### src/rtl/xtc_pkg.sv
package xtc_pkg;

   typedef enum logic [2:0] {
      ST_IDLE,
      ST_SR_SET,
      ST_SR_WAIT,
      ST_SR_END,
      ST_SW_APPLY,
      ST_SW_WAIT,
      ST_SW_FINAL,
      ST_DONE
   } xtc_state_e;

   // saturating safety margin: below the knee add the margin, else pin at top
   function automatic int sat_off(input int v, input int maxv, input int off);
      return (v < maxv - off) ? v + off : maxv;
   endfunction

endpackage

### src/rtl/xtc_settle_timer.sv
module xtc_settle_timer #(
   parameter int SETTLE_CYC = 8
) (
   input  logic clk,
   input  logic rst_n,
   input  logic start,
   output logic running,
   output logic fire
);
   localparam int CNT_W = $clog2(SETTLE_CYC + 1);

   if (SETTLE_CYC < 1) begin : g_bad_settle
      $error("SETTLE_CYC must be at least 1");
   end

   if (SETTLE_CYC == 1) begin : g_flop
      logic f_q;
      always_ff @(posedge clk or negedge rst_n) begin
         if (!rst_n) f_q <= 1'b0;
         else        f_q <= start;
      end
      assign running = f_q;
      assign fire    = f_q;
   end else begin : g_cnt
      logic [CNT_W-1:0] cnt_q;
      always_ff @(posedge clk or negedge rst_n) begin
         if (!rst_n)            cnt_q <= '0;
         else if (start)        cnt_q <= CNT_W'(SETTLE_CYC);
         else if (cnt_q != '0)  cnt_q <= cnt_q - 1'b1;
      end
      assign running = (cnt_q != '0);
      assign fire    = (cnt_q == CNT_W'(1));

      a_r3_fire_after_full_count: assert property (@(posedge clk) disable iff (!rst_n)
         start |=> (cnt_q == CNT_W'(SETTLE_CYC)));
   end

endmodule

### src/rtl/xtc_trim_step.sv
module xtc_trim_step #(
   parameter int TRIM_W   = 4,
   parameter int OFFSET   = 2,
   parameter int MIN_TRIM = 2
) (
   input  logic [TRIM_W-1:0] trim,
   input  logic              hi,
   input  logic              lo,
   output logic [TRIM_W-1:0] sw_trim,
   output logic              sw_dec,
   output logic              sw_more,
   output logic              sw_fin_add,
   output logic [TRIM_W-1:0] sw_fin_trim,
   output logic [TRIM_W-1:0] chk_trim
);
   localparam int MAXV = (1 << TRIM_W) - 1;

   int t1, t2, c;

   always_comb begin
      // switch-loop step: raise on missing bias, then lower on excess bias
      t1 = lo ? int'(trim) : ((int'(trim) < MAXV) ? int'(trim) + 1 : int'(trim));
      sw_dec = hi && (t1 > MIN_TRIM);
      t2 = sw_dec ? t1 - 1 : t1;
      sw_more = (hi || !lo) && (t2 < MAXV) && (t2 > MIN_TRIM);
      sw_trim = TRIM_W'(t2);
      sw_fin_add = !lo || (t2 < OFFSET);
      sw_fin_trim = TRIM_W'(xtc_pkg::sat_off(t2, MAXV, OFFSET));

      // periodic single step, floored at the margin
      c = int'(trim) - (hi ? 1 : 0);
      if (!lo) c = xtc_pkg::sat_off(c + 1, MAXV, OFFSET);
      if (c < OFFSET) c = OFFSET;
      chk_trim = TRIM_W'(c);
   end

   always_comb begin
      a_r7_check_floor: assert (int'(chk_trim) >= OFFSET || trim === 'x);
   end

endmodule

### src/rtl/xtc_bias_trim_ctrl.sv
module xtc_bias_trim_ctrl #(
   parameter int TRIM_W     = 4,
   parameter int OFFSET     = 2,
   parameter int MIN_TRIM   = 2,
   parameter int SETTLE_CYC = 8
) (
   input  logic              clk,
   input  logic              rst_n,
   input  logic              cmd_search,
   input  logic              cmd_switch,
   input  logic              cmd_check,
   input  logic [TRIM_W-1:0] preset_trim,
   input  logic              comp_hi,
   input  logic              comp_lo,
   output logic [TRIM_W-1:0] trim_out,
   output logic              osc_en,
   output logic              xtal_sel,
   output logic              busy,
   output logic              done
);
   import xtc_pkg::*;

   localparam int MAXV = (1 << TRIM_W) - 1;
   localparam logic [TRIM_W-1:0] MSB_BIT = {1'b1, {(TRIM_W-1){1'b0}}};

   if (TRIM_W < 2 || TRIM_W > 16) begin : g_bad_width
      $error("TRIM_W out of range");
   end
   if (OFFSET < 1 || OFFSET >= MAXV) begin : g_bad_offset
      $error("OFFSET must lie inside the trim range");
   end
   if (MIN_TRIM < 0 || MIN_TRIM >= MAXV) begin : g_bad_min
      $error("MIN_TRIM must lie below the maximum trim");
   end

   xtc_state_e        state_q;
   logic [TRIM_W-1:0] trim_q, bit_q;
   logic              init_q, last_lo_q, chain_q, setlast_q, osc_en_q, sel_q;
   logic              tmr_start, tmr_run, tmr_fire;
   logic [TRIM_W-1:0] sw_trim, sw_fin_trim, chk_trim;
   logic              sw_dec, sw_more, sw_fin_add;

   xtc_settle_timer #(.SETTLE_CYC(SETTLE_CYC)) u_timer (
      .clk(clk), .rst_n(rst_n), .start(tmr_start),
      .running(tmr_run), .fire(tmr_fire)
   );

   xtc_trim_step #(.TRIM_W(TRIM_W), .OFFSET(OFFSET), .MIN_TRIM(MIN_TRIM)) u_step (
      .trim(trim_q), .hi(comp_hi), .lo(comp_lo),
      .sw_trim(sw_trim), .sw_dec(sw_dec), .sw_more(sw_more),
      .sw_fin_add(sw_fin_add), .sw_fin_trim(sw_fin_trim), .chk_trim(chk_trim)
   );

   always_comb begin
      tmr_start = (state_q == ST_SR_SET) || (state_q == ST_SW_APPLY) ||
                  (state_q == ST_SW_WAIT && tmr_fire && !sw_more &&
                   (sw_fin_add || setlast_q || sw_dec));
   end

   always_ff @(posedge clk or negedge rst_n) begin
      if (!rst_n) begin
         state_q   <= ST_IDLE;
         trim_q    <= '0;
         bit_q     <= '0;
         init_q    <= 1'b0;
         last_lo_q <= 1'b0;
         chain_q   <= 1'b0;
         setlast_q <= 1'b0;
         osc_en_q  <= 1'b0;
         sel_q     <= 1'b0;
      end else begin
         unique case (state_q)
            ST_IDLE: begin
               if (cmd_search) begin
                  trim_q   <= '0;
                  bit_q    <= MSB_BIT;
                  osc_en_q <= 1'b1;
                  sel_q    <= 1'b0;
                  chain_q  <= 1'b0;
                  state_q  <= ST_SR_SET;
               end else if (cmd_switch) begin
                  osc_en_q  <= 1'b1;
                  sel_q     <= 1'b0;
                  setlast_q <= 1'b0;
                  if (init_q) begin
                     state_q <= ST_SW_APPLY;
                  end else if (&preset_trim) begin
                     trim_q  <= '0;
                     bit_q   <= MSB_BIT;
                     chain_q <= 1'b1;
                     state_q <= ST_SR_SET;
                  end else begin
                     trim_q  <= preset_trim;
                     init_q  <= 1'b1;
                     state_q <= ST_SW_APPLY;
                  end
               end else if (cmd_check) begin
                  trim_q  <= chk_trim;
                  state_q <= ST_DONE;
               end
            end
            ST_SR_SET: begin
               trim_q  <= trim_q | bit_q;
               state_q <= ST_SR_WAIT;
            end
            ST_SR_WAIT: begin
               if (tmr_fire) begin
                  if (comp_lo) trim_q <= trim_q & ~bit_q;
                  last_lo_q <= comp_lo;
                  bit_q     <= bit_q >> 1;
                  state_q   <= bit_q[0] ? ST_SR_END : ST_SR_SET;
               end
            end
            ST_SR_END: begin
               trim_q <= TRIM_W'(sat_off(int'(trim_q) + (last_lo_q ? 0 : 1), MAXV, OFFSET));
               init_q <= 1'b1;
               if (chain_q) begin
                  chain_q   <= 1'b0;
                  setlast_q <= 1'b0;
                  state_q   <= ST_SW_APPLY;
               end else begin
                  state_q <= ST_DONE;
               end
            end
            ST_SW_APPLY: state_q <= ST_SW_WAIT;
            ST_SW_WAIT: begin
               if (tmr_fire) begin
                  setlast_q <= setlast_q | sw_dec;
                  if (sw_more) begin
                     trim_q  <= sw_trim;
                     state_q <= ST_SW_APPLY;
                  end else if (sw_fin_add) begin
                     trim_q  <= sw_fin_trim;
                     state_q <= ST_SW_FINAL;
                  end else if (setlast_q || sw_dec) begin
                     trim_q  <= sw_trim;
                     state_q <= ST_SW_FINAL;
                  end else begin
                     trim_q  <= sw_trim;
                     sel_q   <= 1'b1;
                     state_q <= ST_DONE;
                  end
               end
            end
            ST_SW_FINAL: begin
               if (tmr_fire) begin
                  sel_q   <= 1'b1;
                  state_q <= ST_DONE;
               end
            end
            ST_DONE: state_q <= ST_IDLE;
            default: state_q <= ST_IDLE;
         endcase
      end
   end

   assign trim_out = trim_q;
   assign osc_en   = osc_en_q;
   assign xtal_sel = sel_q;
   assign busy     = (state_q != ST_IDLE);
   assign done     = (state_q == ST_DONE);

   // trim may not move while a settle window is still open
   a_r3_trim_settles: assert property (@(posedge clk) disable iff (!rst_n)
      (tmr_run && !tmr_fire) |=> $stable(trim_q));
   // completion is a single-cycle pulse
   a_r9_done_pulse: assert property (@(posedge clk) disable iff (!rst_n)
      done |=> !done);
   // hand-over coincides with completion
   a_r6_sel_with_done: assert property (@(posedge clk) disable iff (!rst_n)
      $rose(xtal_sel) |-> done);
   // the crystal is never selected while disabled
   a_r6_sel_needs_osc: assert property (@(posedge clk) disable iff (!rst_n)
      xtal_sel |-> osc_en);
   // no command is taken while an operation runs
   a_r9_busy_holds_state: assert property (@(posedge clk) disable iff (!rst_n)
      (busy && !done) |=> busy);

endmodule

### config.mk
export PLATFORM = sky130hd
export DESIGN_NAME = xtc_bias_trim_ctrl
export DESIGN_NICKNAME = d
export VERILOG_FILES = /design/src/rtl/xtc_pkg.sv /design/src/rtl/xtc_settle_timer.sv /design/src/rtl/xtc_trim_step.sv /design/src/rtl/xtc_bias_trim_ctrl.sv
export SDC_FILE = /design/constraint.sdc
export NUM_CORES = 1
export LEC_CHECK = 0
export ABC_AREA = 1
export ABC_CLOCK_PERIOD_IN_PS = 3280
export BUFFER_PORTS_ARGS = -buffer_cell sky130_fd_sc_hd__buf_2
export CAP_MARGIN = 20
export CORE_MARGIN = 2
export CORE_UTILIZATION = 25
export CTS_BUF_LIST = sky130_fd_sc_hd__clkbuf_8
export DETAILED_ROUTE_END_ITERATION = 8
export GPL_TIMING_DRIVEN = 0
export PLACE_DENSITY_LB_ADDON = 0.05
export SLEW_MARGIN = 20
export SYNTH_ARGS = -nofsm -noshare
export SYNTH_HDL_FRONTEND = slang
export SYNTH_HIERARCHICAL = 1
export SYNTH_SLANG_ARGS = --single-unit
### constraint.sdc
create_clock -name clk -period 3.28 [get_ports clk]
set_input_delay 0 -clock clk [delete_from_list [all_inputs] [get_ports clk]]
set_output_delay 0 -clock clk [all_outputs]
set_load 0.01 [all_outputs]
==> out/qor.csv <==
stage;metric;value;unit
status;outcome;finished, violations left;
status;failing checks;negative hold slack;
power_and_ir_drop;pwr dens;1100;nW/um^2
clock_network;worst skew pair latency;280;ps
critical_path;CP Max Fanout;5;
floorplan;DIE HEIGHT;103;um
drt;vias per cell;4.44;
clock_network;H-Tree Depth;1;
drt;Post-DRT Antenna Nets;0;
power_and_ir_drop;Switch Pwr;0.00177;W
drt;DR WL/cell;12.6;um
drt;Pre-antenna DRT Iters;4;
flow_run;max_cap viols;0;
sta;# setup viols final;0;
yosys;Yosys reg bits;21;
clock_network;root buffer cell;clkbuf_8;
sta;worst slew pin tran;533;ps
power_and_ir_drop;Pint;0.00137;W
yosys;yosys warns;6;
floorplan;Top Ports;19;
critical_path;Worst setup SP type;flop;
clock_network;CTS tree;yes;
finish;Syn-to-layout area delta;17.7;%
yosys;Synth Area per Inst;6.24;sq um
power_and_ir_drop;register share of total power;15.9;%
grt;first-pass GRT wire length;11.4;mm
critical_path;CP Capture Type;flop;
finish;fin cells;550;
placed_design;dpl cells;537;
sta;final hold viol count;1;
drt;via count;2443;
critical_path;Max stage delay on crit path;470;ps
yosys;Post-synth EDFFs;0;
floorplan;DIE AREA;10500;sq um
yosys;Syn Std Cell Area;2430;sq um
floorplan;Die Wd;103;um
power_and_ir_drop;clock network power share;6.2;%
sta;Tcrit/Tclk final;92.5;%
placed_design;port bufs;18;
drt;Detailed Route WL;6.90;mm
critical_path;Crit-path slowest cell;dfrtp_2;
yosys;syn_nets;415;
sta;worst hold slack;-5.47;ps
yosys;synth unique cells;38;
critical_path;worst endpoint data arrival time;3250;ps
clock_network;clock buffer depth;2;
yosys;ys async rst share;100;%
floorplan;core area;9330;sq um
finish;fin nets;447;
clock_network;Clock Sinks;21;
finish;ANT cells;0;
critical_path;CP Data Required Time;3500;ps
sta;fmax;330;MHz
power_and_ir_drop;sw frac;56.5;%
yosys;Post-synth top cells;nand2_1 (106), inv_1 (54), nor2_1 (44), nand3_1 (37), o21ai_0 (23);
worst_hold_path;Worst Hold Class;input pin to flop;
yosys;Synth area leader;dfrtp_1;
yosys;Mapped Cells;390;
yosys;most common cell in the synthesized netlist;nand2_1;
grt;grt ovf;0;
critical_path;CP Class;flop to flop;
drt;DRC Markers;0;
floorplan;Initial Utilization;26.1;%
power_and_ir_drop;Peak VDD IR;0.000268;V
sta;minimum clock period;3030;ps
placed_design;pre-CTS WS;-134;ps
critical_path;critical-path cell list;ha_4 -> nand2_2 -> o21ai_4 -> xor2_2 -> inv_2 -> ha_2 -> o21ai_4 -> nand2_4 -> o21ai_2 -> inv_1 -> ha_1 -> or2_1 -> nand3_1 -> o21ai_0 -> nor2_1 -> nor2_1 -> nand3_1 -> nand2_1 -> nand2_1;
yosys;Seq/Total Area, Yosys;21.6;%
sta;min setup slack post-route;246;ps
grt;total track usage;13.7;%
sta;clock skew;7.89;ps
yosys;Synth Flop Type;dfrtp_1;
finish;fill cell count;1068;
power_and_ir_drop;Comb power frac;77.9;%
yosys;Yosys top cell area share;21.6;%
finish;layout cells sized above 1;23.5;%
placed_design;gpl congestion;0.792;
sta;Slew HR;64.5;%
sta;unrepaired setup endpoints after global routing;true;
grt;largest net degree at the start of global routing;22;
finish;area of the multi-input gates;1700;sq um
yosys;top cells by area, synth;dfrtp_1 (22%), nand2_1 (16%), inv_1 (8.3%), nand3_1 (7.6%), ha_1 (7.2%);
power_and_ir_drop;Leak;1.45;nW
grt;initial antenna violation count;0;
clock_network;CTS Buf Count;3;
placed_design;hpwl dp;5.54;mm
floorplan;num rows;35;
finish;sequential cell area;531;sq um
drt;DRT iter0 DRCs;100;
grt;vias in the first global route;2318;
clock_network;clk slew on worst S/H paths;100;ps
sta;Slew Limit Fails;0;
[cell usage in the layout, fill, tap and decap left out, types with 3 or more instances in the layout]
master    count
nand2_1     103
inv_1        50
nor2_1       44
nand3_1      37
nand2_2      23
o21ai_0      23
buf_2        18
dfrtp_1      17
ha_1         10
buf_4         9
nor2_2        8
inv_2         7
a21oi_1       7
nand4_1       7
o21ai_1       5
nor2_4        4
dfrtp_2       4
nand2_4       3
o211ai_1      3
clkbuf_8      3
o21ai_4       3
ha_4          3
[power by group through the flow]
stage               combinational (W)  clock [W]  sequential [W]
finish                        0.00245   0.000195        0.000501
floorplan                     0.00182          0        0.000484
global placement              0.00232          0        0.000518
detailed placement            0.00231          0        0.000513
global route                  0.00284   0.000216        0.000520
CTS                           0.00238   0.000206        0.000489
[routing by layer]
layer  global-route usage (%)  wire [um]
met5                        0          0
met4                     1.33         25
met3                     2.98        271
met2                     21.8       3030
met1                     19.8       3580
[timing repair]
action                     CTS  global route
setup endpoints to repair    8             8
pin swaps                    0             8
resized for setup            3            16
hold endpoints to repair    21             0
setup buffers                3             5
hold buffers                 1             0
[flip-flops by register name, indices dropped and copies added (netlist names)]
| name | cells |
|---|---|
| xtal_sel | 1 |
| bit_q | 4 |
| state_q | 3 |
| chain_q | 1 |
| u_timer/g_cnt.cnt_q | 4 |
| last_lo_q | 1 |
| setlast_q | 1 |
| osc_en | 1 |
| init_q | 1 |
| trim_out | 4 |
[path summary, 6_finish.rpt]
path / end / depth (start not counted) / from / slack (ps)
setup / recovery: trim_out[3] / 19 / trim_out[0] / 250
hold / removal: last_lo_q / 3 / comp_lo / -5
setup reg to reg: trim_out[3] / 19 / trim_out[0] / 250
hold reg to reg: osc_en / 1 / osc_en / 500
max in group asynchronous: trim_out[2] / 2 / rst_n / 2660
min in group asynchronous: u_timer/g_cnt.cnt_q[3] / 2 / rst_n / 230
[worst max-delay path, delay by kind of cell (launching register included)]
kind / cells / cell delay, ps
XOR/XNOR: 1 / 230
AND/OR/NAND/NOR: 9 / 870
adder cells (fa/ha/maj): 3 / 580
AO/OA/AOI/OAI: 4 / 640
flip-flops: 1 / 470
buffers and inverters: 2 / 200
[final cells by class]
type / instances / area share (%)
clock buffers: 3 / 1.44
repair buffers: 27 / 5.59
plain buffers: 3 / 0.830
multi-input cells: 306 / 59.2
inverters: 60 / 8.48
flip-flops and latches: 21 / 18.5
well taps: 129 / 5.64
clock inverters: 1 / 0.262
[cell families after synthesis]
family	Yosys count	share of synthesized area [%]
compound gates	50	13.1
xor+xnor	3	1.39
fa+ha+maj	14	7.20
buf+inv	63	10.9
flops	21	21.6
simple gates	239	45.9
[per-stage QoR]
stage	instance area (sq um)	setup TNS (ps)	power, W	hold slack, ps	util [%]
finish	2860	0	0.00314	-5.47	30.7
global route	2860	-25.7	0.00358	25.3	30.7
CTS	2770	0	0.00308	1.82	29.7
detailed placement	2680	-911	0.00282	18.8	28.8
global placement	2680	-939	0.00283	23.8	28.8
floorplan	2430	0	0.00230	-296	-
Power figures use the tool's default switching activity.
